===== src/rtl/irqc_pkg.sv =====
package irqc_pkg;
   localparam int unsigned IRQC_DATA_W   = 32;
   localparam int unsigned IRQC_ADDR_W   = 5;
   localparam logic [IRQC_ADDR_W-1:0] IRQC_OFS_PEND   = 5'h00;
   localparam logic [IRQC_ADDR_W-1:0] IRQC_OFS_MASK   = 5'h08;
   localparam logic [IRQC_ADDR_W-1:0] IRQC_OFS_ACTIVE = 5'h10;
   typedef enum logic [1:0] {
      SEL_NONE   = 2'd0,
      SEL_PEND   = 2'd1,
      SEL_MASK   = 2'd2,
      SEL_ACTIVE = 2'd3
   } irqc_sel_e;
endpackage


===== src/rtl/irqc_capture.sv =====
module irqc_capture #(
   parameter int unsigned NUM_SRC  = 32,
   parameter bit          EDGE_SET = 1'b0,
   parameter logic [NUM_SRC-1:0] VALID = '1
) (
   input  logic               clk,
   input  logic               rst_n,
   input  logic [NUM_SRC-1:0] src,
   output logic [NUM_SRC-1:0] set_v
);
   genvar gi;
   generate
      for (gi = 0; gi < NUM_SRC; gi++) begin : g_bit
         if (!VALID[gi]) begin : g_rsvd
            assign set_v[gi] = 1'b0;
         end else if (EDGE_SET) begin : g_edge
            logic src_q;
            always_ff @(posedge clk or negedge rst_n) begin
               if (!rst_n) src_q <= 1'b0;
               else        src_q <= src[gi];
            end
            assign set_v[gi] = src[gi] & ~src_q;
         end else begin : g_level
            assign set_v[gi] = src[gi];
         end
      end
   endgenerate
endmodule


===== src/rtl/irqc_pend_reg.sv =====
module irqc_pend_reg #(
   parameter int unsigned NUM_SRC = 32,
   parameter logic [NUM_SRC-1:0] VALID = '1
) (
   input  logic               clk,
   input  logic               rst_n,
   input  logic [NUM_SRC-1:0] set_v,
   input  logic [NUM_SRC-1:0] clr_v,
   output logic [NUM_SRC-1:0] pend_q
);
   logic [NUM_SRC-1:0] pend_d;

   always_comb begin
      pend_d = ((pend_q & ~clr_v) | set_v) & VALID;
   end

   always_ff @(posedge clk or negedge rst_n) begin
      if (!rst_n) pend_q <= '0;
      else        pend_q <= pend_d;
   end

   AST_SET_HOLDS: assert property (@(posedge clk) disable iff (!rst_n)
      (|(set_v & VALID)) |=> ((pend_q & $past(set_v & VALID)) == $past(set_v & VALID)));
   AST_CLEAR_ONLY_ONES: assert property (@(posedge clk) disable iff (!rst_n)
      1'b1 |=> ((($past(pend_q) & ~pend_q) & ~$past(clr_v)) == '0));
   AST_RSVD_ZERO: assert property (@(posedge clk) disable iff (!rst_n)
      (pend_q & ~VALID) == '0);
endmodule


===== src/rtl/irqc_mask_reg.sv =====
module irqc_mask_reg #(
   parameter int unsigned NUM_SRC = 32
) (
   input  logic               clk,
   input  logic               rst_n,
   input  logic               load,
   input  logic [NUM_SRC-1:0] din,
   output logic [NUM_SRC-1:0] mask_q
);
   always_ff @(posedge clk or negedge rst_n) begin
      if (!rst_n)    mask_q <= '1;
      else if (load) mask_q <= din;
   end

   AST_MASK_LOAD: assert property (@(posedge clk) disable iff (!rst_n)
      load |=> (mask_q == $past(din)));
   AST_MASK_HOLD: assert property (@(posedge clk) disable iff (!rst_n)
      !load |=> $stable(mask_q));
endmodule


===== src/rtl/irq_source_ctrl.sv =====
module irq_source_ctrl
   import irqc_pkg::*;
#(
   parameter int unsigned NUM_SRC  = 32,
   parameter bit          EDGE_SET = 1'b0,
   parameter logic [NUM_SRC-1:0] VALID = 32'h387E_4CFE
) (
   input  logic                   clk,
   input  logic                   rst_n,
   input  logic [NUM_SRC-1:0]     src_in,
   input  logic [IRQC_ADDR_W-1:0] bus_addr,
   input  logic                   bus_we,
   input  logic [IRQC_DATA_W-1:0] bus_wdata,
   output logic [IRQC_DATA_W-1:0] bus_rdata,
   output logic                   irq_out
);
   localparam int unsigned PAD_W = IRQC_DATA_W - NUM_SRC;

   if (NUM_SRC < 1 || NUM_SRC > IRQC_DATA_W) begin : g_bad_width
      $error("irq_source_ctrl: NUM_SRC must lie in 1..32");
   end

   logic [NUM_SRC-1:0] set_v, clr_v, pend_q, mask_q, active_v;
   irqc_sel_e          sel;
   logic [NUM_SRC-1:0] rd_src;

   always_comb begin
      unique case (bus_addr)
         IRQC_OFS_PEND:   sel = SEL_PEND;
         IRQC_OFS_MASK:   sel = SEL_MASK;
         IRQC_OFS_ACTIVE: sel = SEL_ACTIVE;
         default:         sel = SEL_NONE;
      endcase
   end

   assign clr_v = (bus_we && sel == SEL_PEND) ? bus_wdata[NUM_SRC-1:0] : '0;

   irqc_capture #(.NUM_SRC(NUM_SRC), .EDGE_SET(EDGE_SET), .VALID(VALID)) u_cap (
      .clk(clk), .rst_n(rst_n), .src(src_in), .set_v(set_v)
   );

   irqc_pend_reg #(.NUM_SRC(NUM_SRC), .VALID(VALID)) u_pend (
      .clk(clk), .rst_n(rst_n), .set_v(set_v), .clr_v(clr_v), .pend_q(pend_q)
   );

   irqc_mask_reg #(.NUM_SRC(NUM_SRC)) u_mask (
      .clk(clk), .rst_n(rst_n), .load(bus_we && sel == SEL_MASK),
      .din(bus_wdata[NUM_SRC-1:0]), .mask_q(mask_q)
   );

   assign active_v = pend_q & ~mask_q;
   assign irq_out  = |active_v;

   always_comb begin
      case (sel)
         SEL_PEND:   rd_src = pend_q;
         SEL_MASK:   rd_src = mask_q;
         SEL_ACTIVE: rd_src = active_v;
         default:    rd_src = '0;
      endcase
   end

   if (PAD_W > 0) begin : g_pad
      assign bus_rdata = {{PAD_W{1'b0}}, rd_src};
   end else begin : g_nopad
      assign bus_rdata = rd_src;
   end

   AST_IRQ_CAUSE: assert property (@(posedge clk) disable iff (!rst_n)
      $rose(irq_out) |-> ($past(pend_q) != pend_q || $past(mask_q) != mask_q));
   AST_IRQ_RESET: assert property (@(posedge clk)
      $rose(rst_n) |-> !irq_out);
endmodule


===== config.mk =====
export PLATFORM = sky130hd
export DESIGN_NAME = irq_source_ctrl
export DESIGN_NICKNAME = d
export VERILOG_FILES = /design/src/rtl/irqc_pkg.sv /design/src/rtl/irqc_capture.sv /design/src/rtl/irqc_pend_reg.sv /design/src/rtl/irqc_mask_reg.sv /design/src/rtl/irq_source_ctrl.sv
export SDC_FILE = /design/constraint.sdc
export NUM_CORES = 1
export LEC_CHECK = 0
export BUFFER_PORTS_ARGS = -buffer_cell sky130_fd_sc_hd__clkbuf_2
export CAP_MARGIN = 30
export CORE_UTILIZATION = 47
export CTS_CLUSTER_SIZE = 8
export DETAILED_ROUTE_END_ITERATION = 6
export PLACE_DENSITY = 0.78
export SYNTH_ARGS = -nofsm -noshare
export SYNTH_HDL_FRONTEND = slang
export SYNTH_SLANG_ARGS = --single-unit
export TNS_END_PERCENT = 5

===== constraint.sdc =====
create_clock -name clk -period 1.6 [get_ports clk]
set_clock_uncertainty 0.15 [all_clocks]
set_input_delay 0.24 -clock clk [delete_from_list [all_inputs] [get_ports clk]]
set_output_delay 0.24 -clock clk [all_outputs]
set_load 0.01 [all_outputs]

==> impl_metrics.ini <==
[outcome]
status = finished, violations left
violations = negative setup slack

[global_routing]
grt_overflow = 0
antenna_found_initial = 0
grt_pass1_vias = 2093
grt_max_degree = 52
grt_usage_pct = 22.82
grt_pass1_wl_microns = 10400

[floorplan]
die_area_sq_um = 5891
core_region_area_sq_um = 5238
die_y_microns = 76.75
start_util_pct = 50.14
num_rows = 26
ioPinCount = 105
die_width_microns = 76.75

[worst_setup_path]
crit_fanout = 2
worstSetupPathType = flop to output port
worstPathRequired_ns = 1.21
startpoint = u_mask.mask_q[7]
critPathLaunchType = flop
cp-end-kind = output port
arrival_ns = 1.54
r2r-start = u_mask.mask_q[4]

[final_layout]
drive_gt1_share_pct = 58.00
nNetsFinal = 421
design_area_sq_um = 3786
postLayoutCoreUtil_pct = 72.29
num_antenna_cells = 0
syn2layout_area_growth_pct = 44.16

[detailed_routing]
routed_via_density = 5.224
vias = 2194
drt.antenna.violating_nets = 0
drt-wirelength-per-cell_microns = 15.25
drc = 0
drt-total-wl_microns = 6404
first_iter_violations = 119
drt_pass1_iterations = 4

[placement]
place_area_sq_um = 3326
gp_congestion = 0.7737
pre_cts_slack_ns = -0.1425
port_buffers = 91
dp.final_hpwl_microns = 3967

[min_path]
hold_class = input port to flop
worstHoldStart = bus_wdata[25]

[yosys]
async_reset_ff_share_pct = 100.0
synth_edf_count = 0
synth_top_area_cell = dfstp_2
synth_area_per_cell_sq_um = 12.05
netlist_top_cells_area = dfstp_2 32%, dfrtp_1 18%, mux2_4 17%, a32o_1 7.2%, a21o_1 5.4%
ys_types = 23
synth_fp_nets = 290
synth_top_area_share_pct = 32.02
synthFlopType = dfstp_2
syn-cell-area_sq_um = 2626
ys_seq_elements = 51
synthCells = 218
ys_seq_area_share_pct = 50.12
yosys_warnings = 0

[timing]
drv_slew = 0
min_period_over_period_pct = 120.3
max_freq_mhz = 519.4
max_slew_margin_pct = 77.40
final_hold_viol_count = 0
timing.setup.tns_ns = -3.396
tightest_slew_ns = 0.3364
period_minus_slack_ns = 1.925
rsz0062_at_grt = true
setup_slack_ns = -0.3253
setup_viol = 31

[power]
p_total_mw = 3.257
pwr_density_cell_nw_per_um2 = 860.3
peakVddDrop_uv = 499.5
leakagePower_nw = 1.817

[cts]
worstSkewPairLatency_ns = 0.30
cts_max_path_buffers = 2
cts_sinks = 51
h-tree-depth = 2
cts_tree = yes
cts_buffers = 5
clock-root-buffer = clkbuf_8
clk_pin_slew_ns = 0.09

[run]
max_cap_violations = 0
==> synth_stat cells (2+ instances only) <==
library cell / instances
nand2_1: 38
dfstp_2: 32
mux2_4: 30
a21o_1: 19
a32o_1: 19
dfrtp_1: 19
and2_1: 13
inv_1: 13
nand2b_1: 7
clkbuf_1: 5
o22ai_1: 4
buf_6: 3
buf_2: 2
buf_4: 2
mux2_2: 2
nor3_1: 2
o2111ai_1: 2
==> state kept, by name, summed over array words and instances (netlist names) <==
register / count
u_mask.mask_q: 32
u_pend.pend_q: 19
==> power breakdown <==
group,internal [mW],switching (mW),total (mW)
registers,1.57,0.124,1.69
logic,0.491,0.261,0.751
clock network,0.396,0.418,0.814
==> logic make-up (layout without fill, tap and decap cells) <==
kind of cell / count (synthesis) / in the layout / share of synthesized area [%]
mux: 32 / 32 / 18.01
buf+inv: 25 / 157 / 4.812
compound gates: 45 / 45 / 14.67
flops: 51 / 51 / 50.12
simple gates: 65 / 65 / 12.39
==> placed cells by master, fill, tap and decap left out, types with 9 or more instances in the layout <==
cell            n
a21o_1         19
a32o_1         18
and2_1         12
buf_4          12
buf_6           9
clkbuf_2       87
dfrtp_1        19
dfstp_2        32
dlygate4sd3_1  20
inv_1          13
mux2_4         30
nand2_1        38
==> through the flow <==
step | std cells | hold WS [ns]
floorplan | 218 | -0.2056
global placement | 389 | 0.1014
detailed placement | 389 | 0.1024
CTS | 417 | 0.005249
global route | 420 | 0.01010
finish | 420 | 0.01484
==> final cells by class <==
type | instances | area [sq um]
fill | 374 | 1451
sequential | 51 | 1316
multi-input combinational | 142 | 1291
timing repair buffer | 136 | 942.2
clock buffer | 8 | 100.1
tap | 70 | 87.58
inverter | 13 | 48.80
==> worst max-delay path, cell delays in order, from the launching register on <==
cell and delay [ns]:
dfstp_2 0.55, nand2b_4 0.13, o2111ai_4 0.13, nor3_2 0.15, nand3_1 0.11, buf_2 0.16
==> repair_timing <==
action | CTS | global route
endpoints found under the hold margin | 38 | 0
hold buffers | 20 | 0
setup endpoints to repair | 33 | 33
resized for setup | 15 | 13
buffers inserted | 0 | 3
pin swaps | 25 | 3
==> metal layers <==
| metal | track usage, % | vias up | part of all wire [%] |
|---|---|---|---|
| met3 | 4.048 | 11 | 4.5 |
| met2 | 37.32 | 84 | 49 |
| met5 | 0 | - | 0 |
| li1 | - | 1037 | - |
| met4 | 7.692 | 0 | 1.6 |
| met1 | 30.47 | 1062 | 44 |
==> path summary, 6_finish.rpt <==
| path | endpoint | slack, ns | depth (start not counted) |
|---|---|---|---|
| hold reg to reg | u_pend.pend_q[2] | 0.37 | 1 |
| min in group asynchronous | u_pend.pend_q[2] | 0.28 | 3 |
| hold / removal | u_mask.mask_q[25] | 0.01 | 2 |
| setup reg to reg | u_mask.mask_q[4] | 0.52 | 3 |
| setup / recovery | irq_out | -0.33 | 5 |
| max in group asynchronous | u_mask.mask_q[12] | 0.70 | 3 |
Note: power is estimated with default switching activity, not from simulation.
